<file path="config.mk">
export PLATFORM = sky130hd
export DESIGN_NAME = spi_init_seq
export DESIGN_NICKNAME = d
export VERILOG_FILES = /design/src/rtl/spi_init_pkg.sv /design/src/rtl/spi_crc8.sv /design/src/rtl/spi_init_rom.sv /design/src/rtl/spi_frame_engine.sv /design/src/rtl/spi_init_seq.sv
export SDC_FILE = /design/constraint.sdc
export NUM_CORES = 1
export LEC_CHECK = 0
export BUFFER_PORTS_ARGS = -buffer_cell sky130_fd_sc_hd__buf_2
export CAP_MARGIN = 20
export CORE_MARGIN = 2
export CORE_UTILIZATION = 35
export CTS_BUF_LIST = sky130_fd_sc_hd__clkbuf_4 sky130_fd_sc_hd__clkbuf_8 sky130_fd_sc_hd__clkbuf_16
export DETAILED_ROUTE_END_ITERATION = 16
export PLACE_DENSITY_LB_ADDON = 0.12
export SYNTH_ARGS = -nofsm -noshare
export SYNTH_HDL_FRONTEND = slang
export SYNTH_HIERARCHICAL = 1
export SYNTH_SLANG_ARGS = --single-unit
</file>
<file path="constraint.sdc">
create_clock -name clk -period 3.2 [get_ports clk]
set_clock_uncertainty 0.1 [all_clocks]
set_input_delay 0.64 -clock clk [delete_from_list [all_inputs] [get_ports clk]]
set_output_delay 0.64 -clock clk [all_outputs]
set_load 0.01 [all_outputs]
</file>
<file path="src/rtl/spi_init_pkg.sv">
package spi_init_pkg;
  localparam int FRAME_W = 32;
  localparam int PAY_W   = 24;
  localparam int CRC_W   = 8;

  typedef struct packed {
    logic [4:0]  reg_a;
    logic [15:0] data;
  } cmd_t;

  typedef enum logic [1:0] {E_IDLE, E_RUN, E_GAP} eng_st_t;
  typedef enum logic [1:0] {T_IDLE, T_ISSUE, T_WAIT} seq_st_t;

  localparam logic [4:0]  REG_KEY   = 5'h08;
  localparam logic [4:0]  REG_DIAG  = 5'h14;
  localparam logic [4:0]  REG_RBSEL = 5'h13;
  localparam logic [4:0]  REG_NOP   = 5'h00;
  localparam logic [15:0] KEY_RST_A = 16'h15FA;
  localparam logic [15:0] KEY_RST_B = 16'hAF51;
  localparam logic [15:0] KEY_CAL   = 16'hFCBA;
  localparam logic [15:0] CLR_RSTOC = 16'h2000;

  localparam logic [2:0] LAST_BASE = 3'd3;
  localparam logic [2:0] LAST_FULL = 3'd5;
endpackage

</file>
<file path="src/rtl/spi_crc8.sv">
module spi_crc8
  import spi_init_pkg::*;
#(
  parameter logic [CRC_W-1:0] POLY = 8'h07
) (
  input  logic [PAY_W-1:0] payload,
  output logic [CRC_W-1:0] crc
);
  always_comb begin
    logic fb;
    crc = '0;
    for (int i = PAY_W - 1; i >= 0; i--) begin
      fb  = crc[CRC_W-1] ^ payload[i];
      crc = {crc[CRC_W-2:0], 1'b0} ^ (fb ? POLY : '0);
    end
  end
endmodule

</file>
<file path="src/rtl/spi_init_rom.sv">
module spi_init_rom
  import spi_init_pkg::*;
(
  input  logic [2:0] idx,
  output cmd_t       cmd
);
  always_comb begin
    unique case (idx)
      3'd0:    cmd = '{reg_a: REG_KEY,   data: KEY_RST_A};
      3'd1:    cmd = '{reg_a: REG_KEY,   data: KEY_RST_B};
      3'd2:    cmd = '{reg_a: REG_KEY,   data: KEY_CAL};
      3'd3:    cmd = '{reg_a: REG_DIAG,  data: CLR_RSTOC};
      3'd4:    cmd = '{reg_a: REG_RBSEL, data: {11'd0, REG_DIAG}};
      default: cmd = '{reg_a: REG_NOP,   data: 16'h0000};
    endcase
  end
endmodule

</file>
<file path="src/rtl/spi_frame_engine.sv">
module spi_frame_engine
  import spi_init_pkg::*;
#(
  parameter int DIV_W   = 8,
  parameter int GAP_CYC = 4
) (
  input  logic               clk,
  input  logic               rst,
  input  logic               go,
  input  logic [FRAME_W-1:0] frame,
  input  logic [DIV_W-1:0]   half_div,
  input  logic               sdo,
  output logic               sclk,
  output logic               sync_n,
  output logic               sdi,
  output logic [FRAME_W-1:0] rx,
  output logic               fin
);
  localparam int CNT_W = $clog2(FRAME_W + 1);
  localparam int GAP_W = $clog2(GAP_CYC + 1);
  localparam logic [CNT_W-1:0] EDGES    = CNT_W'(FRAME_W);
  localparam logic [GAP_W-1:0] GAP_LAST = GAP_W'(GAP_CYC - 1);

  eng_st_t            st;
  logic [FRAME_W-1:0] sh;
  logic [DIV_W-1:0]   cnt;
  logic [DIV_W-1:0]   hd_m1;
  logic [CNT_W-1:0]   nfall;
  logic [GAP_W-1:0]   gcnt;

  assign hd_m1 = (half_div == '0) ? '0 : half_div - 1'b1;

  always_ff @(posedge clk) begin
    if (rst) begin
      st     <= E_IDLE;
      sclk   <= 1'b0;
      sync_n <= 1'b1;
      sdi    <= 1'b0;
      sh     <= '0;
      rx     <= '0;
      cnt    <= '0;
      nfall  <= '0;
      gcnt   <= '0;
      fin    <= 1'b0;
    end else begin
      fin <= 1'b0;
      unique case (st)
        E_IDLE: if (go) begin
          sh     <= frame;
          sync_n <= 1'b0;
          cnt    <= '0;
          nfall  <= '0;
          st     <= E_RUN;
        end
        E_RUN: begin
          if (cnt == hd_m1) begin
            cnt <= '0;
            if (nfall == EDGES) begin
              sync_n <= 1'b1;
              sdi    <= 1'b0;
              gcnt   <= '0;
              st     <= E_GAP;
            end else if (!sclk) begin
              sclk <= 1'b1;
              sdi  <= sh[FRAME_W-1];
              sh   <= {sh[FRAME_W-2:0], 1'b0};
            end else begin
              sclk  <= 1'b0;
              rx    <= {rx[FRAME_W-2:0], sdo};
              nfall <= nfall + 1'b1;
            end
          end else begin
            cnt <= cnt + 1'b1;
          end
        end
        default: begin
          if (gcnt == GAP_LAST) begin
            fin <= 1'b1;
            st  <= E_IDLE;
          end else begin
            gcnt <= gcnt + 1'b1;
          end
        end
      endcase
    end
  end
endmodule

</file>
<file path="src/rtl/spi_init_seq.sv">
module spi_init_seq
  import spi_init_pkg::*;
#(
  parameter logic [1:0] DEV_ADDR = 2'b00,
  parameter int         DIV_W    = 8,
  parameter int         GAP_CYC  = 4
) (
  input  logic             clk,
  input  logic             rst,
  input  logic             start,
  input  logic             readback_en,
  input  logic [DIV_W-1:0] half_div,
  input  logic             sdo,
  output logic             sclk,
  output logic             sync_n,
  output logic             sdi,
  output logic             busy,
  output logic             done,
  output logic [31:0]      rb_word,
  output logic             rb_err
);
  seq_st_t            st;
  logic [2:0]         idx;
  logic               rb_lat;
  logic               go;
  logic               fin;
  cmd_t               cmd;
  logic [PAY_W-1:0]   tx_pay;
  logic [CRC_W-1:0]   tx_crc;
  logic [CRC_W-1:0]   rx_crc;
  logic [FRAME_W-1:0] rx;
  logic [2:0]         last_idx;
  logic               rx_bad;

  spi_init_rom i_rom (.idx(idx), .cmd(cmd));

  assign tx_pay = {~DEV_ADDR[1], DEV_ADDR, cmd.reg_a, cmd.data};

  spi_crc8 i_tx_crc (.payload(tx_pay), .crc(tx_crc));
  spi_crc8 i_rx_crc (.payload(rx[FRAME_W-1:CRC_W]), .crc(rx_crc));

  spi_frame_engine #(.DIV_W(DIV_W), .GAP_CYC(GAP_CYC)) i_eng (
    .clk(clk), .rst(rst), .go(go), .frame({tx_pay, tx_crc}),
    .half_div(half_div), .sdo(sdo), .sclk(sclk), .sync_n(sync_n),
    .sdi(sdi), .rx(rx), .fin(fin)
  );

  assign last_idx = rb_lat ? LAST_FULL : LAST_BASE;
  assign rx_bad   = (rx[FRAME_W-1:FRAME_W-2] != 2'b10) || (rx_crc != rx[CRC_W-1:0]);

  always_ff @(posedge clk) begin
    if (rst) begin
      st      <= T_IDLE;
      idx     <= '0;
      rb_lat  <= 1'b0;
      go      <= 1'b0;
      busy    <= 1'b0;
      done    <= 1'b0;
      rb_word <= '0;
      rb_err  <= 1'b0;
    end else begin
      unique case (st)
        T_IDLE: if (start) begin
          idx    <= '0;
          rb_lat <= readback_en;
          busy   <= 1'b1;
          done   <= 1'b0;
          rb_err <= 1'b0;
          st     <= T_ISSUE;
        end
        T_ISSUE: begin
          go <= 1'b1;
          st <= T_WAIT;
        end
        default: begin
          go <= 1'b0;
          if (fin) begin
            if (idx == last_idx) begin
              busy <= 1'b0;
              done <= 1'b1;
              st   <= T_IDLE;
              if (rb_lat) begin
                rb_word <= rx;
                rb_err  <= rx_bad;
              end
            end else begin
              idx <= idx + 1'b1;
              st  <= T_ISSUE;
            end
          end
        end
      endcase
    end
  end
endmodule

</file>
==> results_dict.tcl, run 1 <==
set metrics [dict create \
    yosys_most_used_dff "sky130_fd_sc_hd__dfxtp_1" \
    power.static_leakage_nw 3.20 \
    antenna_left 0 \
    drv.max_cap_violation_count 0 \
    ant_diodes 0 \
    ys_ff_latch 129 \
    remaining_drc_errors 0 \
    postCtsResizedCells 0 \
    gp_weighted_congestion 0.814 \
    power_density_relative_to_cell_area_nw_per_um2 475 \
    rsz0062_at_grt "false" \
    synth-async-reset-ratio_pct 0 \
    cp_common_cell "sky130_fd_sc_hd__xnor2_1" \
    worst-endpoint-required_ps 3350 \
    setup.worst_path.end_class "flop" \
    clockRootBuffer "sky130_fd_sc_hd__clkbuf_16" \
    critical_path.max_fanout 13 \
    net_count_final 892 \
    floorplan.rows 53 \
    cts.path.max_buffers 2 \
    clk-insertion-delay-late_ps 420 \
    die_y_um 149 \
    syn-instance-count 820 \
    critical-path-max-stage-delay_ps 630 \
    ys_types 70 \
    worst_setup_hold_path_clk_slew_ps 60 \
    final_non_filler_cell_area_sq_um 8530 \
    grt_pass1_vias 5613 \
    wl_um 17100 \
    synth_area_per_cell_sq_um 8.99 \
    drt-initial-drc-count 383 \
    detail_route.first_pass.iterations 4 \
    overflow 0 \
    timing_worst_setup_path_type "reg -> reg" \
    tritoncts.num_buffers 17 \
    cts.sink_count 129 \
    cp_slowest_cell "sky130_fd_sc_hd__dfxtp_1" \
    start_util_pct 35.4 \
    critical_path.cell_chain "xnor2_1 > nor2_1 > xnor2_1 > xnor3_1 > xnor2_1 > xnor3_2 > mux2i_1 > a211oi_1" \
    finalSetupViolCount 0 \
    fmax_mhz 343 \
    numPlacedInstances 1128 \
    antenna_found_initial 0 \
    crit_path_start_kind "flop" \
    buffer_ports.inserted 50 \
    die_width_um 149 \
    synth_enable_flop_cells 0 \
    setup_total_negative_slack_ps 0 \
    cts_setup_buffers 0 \
    flow.area_growth_from_synthesis_pct 15.6 \
    grt_pass1_wl_um 28600 \
    outcome "finished, final reports clean" \
    dieArea_sq_um 22200 \
    final_hold_violation_count 0 \
    layoutNonFillerInstCount 1160 \
    placement.cell_area_sq_um 7980 \
    timing.critical_path.buf_inv 0 \
    relSlewSlack_pct 38.9 \
    cts_tree "built" \
    clock_tree.htree_level_count 4 \
    core_area_sq_um 20800 \
    route.vias.total 5815 \
    grt_max_degree 85 \
    io-pin-count 51 \
    crit_family "XOR/XNOR gates" \
    post-route-min-period_ps 2910 \
    timing.hold.ws_ps 350 \
    worstHoldPathType "reg -> reg" \
    transition_time_at_the_pin_with_the_least_slew_margin_ps 917 \
    post-dp-hpwl_um 11800 \
    cts_hold_repair.buffers 0 \
    vias_per_cell 5.01 \
    ir_worst_vdd_mv 0.371 \
    fin_crit_sh_pct 91.1 \
    drv_slew 0 \
    syn-cell-area_sq_um 7370 \
    avgRoutedWirePerCell_um 14.7 \
    drive_gt1_share_pct 20.6 \
    yosysSeqAreaShare_pct 35.0 \
    globalRouteTotalUtil_pct 15.9 \
    synth.yosys.warnings 6 \
    worstPathArrival_ps 3070 \
]
[final cells by class]
type	instances	area (sq um)
Fill cell	2089	12300
Multi-Input combinational cell	627	4420
Sequential cell	129	2580
Timing Repair Buffer	86	586
Clock buffer	17	425
Tap cell	275	344
Clock inverter	15	123
Inverter	11	41.3
[synth_stat cells, drive strengths merged, types with 10 or more instances]
| master | instances | area (sq um) |
|---|---|---|
| nand3 | 10 | 55.1 |
| nor2 | 34 | 128 |
| inv | 11 | 41.3 |
| xnor2 | 54 | 488 |
| xor2 | 29 | 254 |
| a21oi | 80 | 517 |
| mux2i | 32 | 320 |
| xnor3 | 24 | 551 |
| a211oi | 33 | 253 |
| nor3 | 48 | 240 |
| o21ai | 11 | 55.1 |
| buf | 38 | 278 |
| dfxtp | 129 | 2580 |
| nand2 | 149 | 564 |
| clkbuf | 25 | 93.8 |
[through the flow]
step	power (mW)	utilization, %	setup slack [ps]
floorplan	2.15	-	206
global placement	2.26	38.3	68.1
detailed placement	2.28	38.3	-18.3
CTS	4.11	40.9	250
global route	4.23	40.9	89.0
finish	4.05	40.9	285
[power by group]
part / switching (mW) / leakage (nW) / internal, mW
registers: 0.0493 / 1.05 / 1.68
clock network: 0.799 / 0.264 / 1.01
logic: 0.281 / 1.89 / 0.229
total: 1.13 / 3.20 / 2.92
[path summary, 6_finish.rpt]
kind / from / end / slack [ps] / cells after the start
hold / removal: rb_word[20] / rb_word[20] / 350 / 2
hold reg to reg: rb_word[20] / rb_word[20] / 350 / 2
setup / recovery: idx[1] / i_eng/sh[1] / 290 / 8
setup reg to reg: idx[1] / i_eng/sh[1] / 290 / 8
[worst min-delay path, stage by stage (launching register included)]
cell and delay, ps:
sky130_fd_sc_hd__dfxtp_1 300, sky130_fd_sc_hd__nand2_1 50, sky130_fd_sc_hd__a21oi_1 50
[kinds of logic after synthesis]
kind of cell | synth area share (%)
AOI/OAI and AO/OA | 15.6
xor gates and xnor gates | 18.2
adders and majority gates | 1.19
buffers and inverters | 5.60
DFF | 35.0
muxes | 4.50
other | 0.102
and+or+nand+nor | 19.9
[placed cells by master (no fill, tap or decap), drive strengths merged, types with 4 or more instances in the layout]
cell type,n
nand3b,5
or3,4
o21ai,11
dfxtp,129
or2,6
inv,19
xor2,29
a22oi,6
nand2,149
clkinv,4
ha,7
buf,86
xnor2,54
nand2b,7
nor2,34
clkbuf,17
nand4,7
nor3b,7
o211ai,5
and2,4
nor3,48
xnor3,24
a211oi,33
nor2b,7
conb,12
mux2i,32
and4,4
a21oi,80
nand3,10
[state kept, by name, summed over array words and instances (netlist names)]
register      cells
i_eng/rx         32
i_eng/sh         32
rb_word          32
i_eng/cnt         8
i_eng/nfall       6
i_eng/gcnt        3
idx               3
i_eng/st          2
st                2
busy              1
done              1
go                1
i_eng/fin         1
i_eng/sclk        1
i_eng/sdi         1
i_eng/sync_n      1
rb_err            1
rb_lat            1
[per-layer routing]
layer,global-route usage [%],share of wire (%),vias to the layer above
met5,0,0,-
met4,5.43,1.1,0
met3,3.12,2.4,14
met2,23.9,44,75
met1,22.8,52,2779
li1,-,-,2947
No activity file was read; power rests on OpenSTA's default activity.
==> run 2, diff against run 1 <==
Clock period 3.2 ns to 3.4 ns, I/O delays scaled along.
==> run 2 against run 1 <==
Clock power about the same. Worst hold slack improved by 8.0 ps. Wire length decreased by 2.9%. Flip-flop and latch count unchanged. Via count decreased by 3.9%.
==> results_dict.tcl, run 2 (synthesis results as in run 1) <==
set metrics [dict create \
    outcome "finished, final reports clean" \
    fin_crit_sh_pct 90.3 \
    vias_per_cell 4.89 \
    floorplan.rows 53 \
    post-route-min-period_ps 3070 \
    met3_routed_wl_um 409 \
    dieArea_sq_um 22200 \
    timing.critical_path.buf_inv 0 \
    worstHoldPathType "reg -> reg" \
    clock_tree.htree_level_count 4 \
    net_count_final 877 \
    drive_gt1_share_pct 19.0 \
    clockRootBuffer "sky130_fd_sc_hd__clkbuf_16" \
    cts_setup_buffers 0 \
    relSlewSlack_pct 37.0 \
    route.vias.total 5590 \
    timing.hold.ws_ps 358 \
    overflow 0 \
    worstPathArrival_ps 3220 \
    cts.path.max_buffers 2 \
    crit_family "XOR/XNOR gates" \
    remaining_drc_errors 0 \
    core_area_sq_um 20800 \
    fmax_mhz 326 \
    die_width_um 149 \
    gp_weighted_congestion 0.821 \
    power.total_mw 3.88 \
    critical_path.cell_chain "a21oi_2 > xnor3_2 > xnor3_2 > xnor2_2 > xor3_1 > mux2i_1 > a211oi_1" \
    drt-initial-drc-count 280 \
    detail_route.first_pass.iterations 4 \
    globalRouteTotalUtil_pct 15.7 \
    met2RoutedLength_um 7410 \
    avgRoutedWirePerCell_um 14.5 \
    wl_um 16600 \
    start_util_pct 35.4 \
    routed.top_layer "met4" \
    cp_slowest_cell "sky130_fd_sc_hd__xnor3_2" \
    grt_pass1_vias 5588 \
    leading_cell_type_in_the_layout_fill_and_taps_excluded "sky130_fd_sc_hd__nand2_1" \
    antenna_found_initial 0 \
    layout.cells.most_common_list "147 x sky130_fd_sc_hd__nand2_1, 128 x sky130_fd_sc_hd__dfxtp_1, 52 x sky130_fd_sc_hd__xnor2_1" \
    final_hold_violation_count 0 \
    power_density_relative_to_cell_area_nw_per_um2 461 \
    grt_max_degree 89 \
    cp_common_cell "sky130_fd_sc_hd__xnor3_2" \
    postCtsResizedCells 0 \
    setup.worst_path.end_class "flop" \
    crit_path_start_kind "flop" \
    clk-insertion-delay-late_ps 420 \
    ant_diodes 0 \
    timing_worst_setup_path_type "reg -> reg" \
    finalSetupViolCount 0 \
    die_y_um 149 \
    cts_hold_repair.buffers 0 \
    post-dp-hpwl_um 11400 \
    flow.area_growth_from_synthesis_pct 14.3 \
    critical_path.max_fanout 13 \
    critical-path-max-stage-delay_ps 550 \
    rsz0062_at_grt "false" \
    transition_time_at_the_pin_with_the_least_slew_margin_ps 945 \
    antenna_left 0 \
    tritoncts.num_buffers 17 \
    drv_slew 0 \
    drv.max_cap_violation_count 0 \
    setup_total_negative_slack_ps 0 \
    largestRegisters "i_eng/rx x32, i_eng/sh x32, rb_word x32" \
    worst-endpoint-required_ps 3550 \
    m1WireLength_um 8660 \
    power.static_leakage_nw 3.14 \
    cts_tree "built" \
    postLayoutCoreUtil_pct 40.5 \
    worst_setup_hold_path_clk_slew_ps 60 \
    grt_pass1_wl_um 28000 \
    buffer_ports.inserted 50 \
    ir_worst_vdd_mv 0.399 \
    io-pin-count 51 \
    cts.sink_count 129 \
]
## run 2: changes by cell type in the layout (fill, tap and decap cells not counted), sizes merged
cell / change
buf: -15
clkbuf: +1
clkinvlp: -1
clkinv: +1
inv: -5
bufinv: +2
## run 2: final cells by class
cell class	instances	area [sq um]
well taps	275	344
inverters	11	41.3
flip-flops and latches	129	2580
fillers	2113	12400
clock buffers	18	439
repair buffers	71	460
multi-input cells	627	4420
clock inverters	12	134
## run 2: worst reg2reg max path, stage by stage (launching register included)
cell and delay, ps:
sky130_fd_sc_hd__dfxtp_1 460, sky130_fd_sc_hd__a21oi_2 440, sky130_fd_sc_hd__xnor3_2 550, sky130_fd_sc_hd__xnor3_2 450
sky130_fd_sc_hd__xnor2_2 220, sky130_fd_sc_hd__xor3_1 460, sky130_fd_sc_hd__mux2i_1 130, sky130_fd_sc_hd__a211oi_1 90
## run 2: power breakdown
part	switching, mW	internal, mW	leakage (nW)
Combinational	0.261	0.212	1.81
Clock	0.687	1.09	0.279
Sequential	0.0458	1.59	1.05
## run 2: path summary, 6_finish.rpt
check | end | startpoint | depth (start not counted) | slack, ps
worst max register to register | i_eng/sh[2] | idx[1] | 7 | 330
worst min register to register | done | done | 2 | 360
worst min-delay path | done | done | 2 | 360
worst max-delay path | i_eng/sh[2] | idx[1] | 7 | 330
## run 2: stage by stage
step / cells / worst slack (ps) / cell area, sq um
4_1_cts: 1143 / 294 / 8430
2_1_floorplan: 830 / 366 / 7410
3_3_place_gp: 1113 / 4.54 / 7850
5_1_grt: 1143 / 160 / 8430
3_5_place_dp: 1113 / -17.2 / 7850
6_report: 1143 / 329 / 8430
## run 2: metal layers
layer | track usage (%) | vias to the layer above
met5 | 0 | -
met2 | 23.4 | 60
met3 | 3.21 | 6
li1 | - | 2905
met4 | 5.67 | 0
met1 | 22.4 | 2619
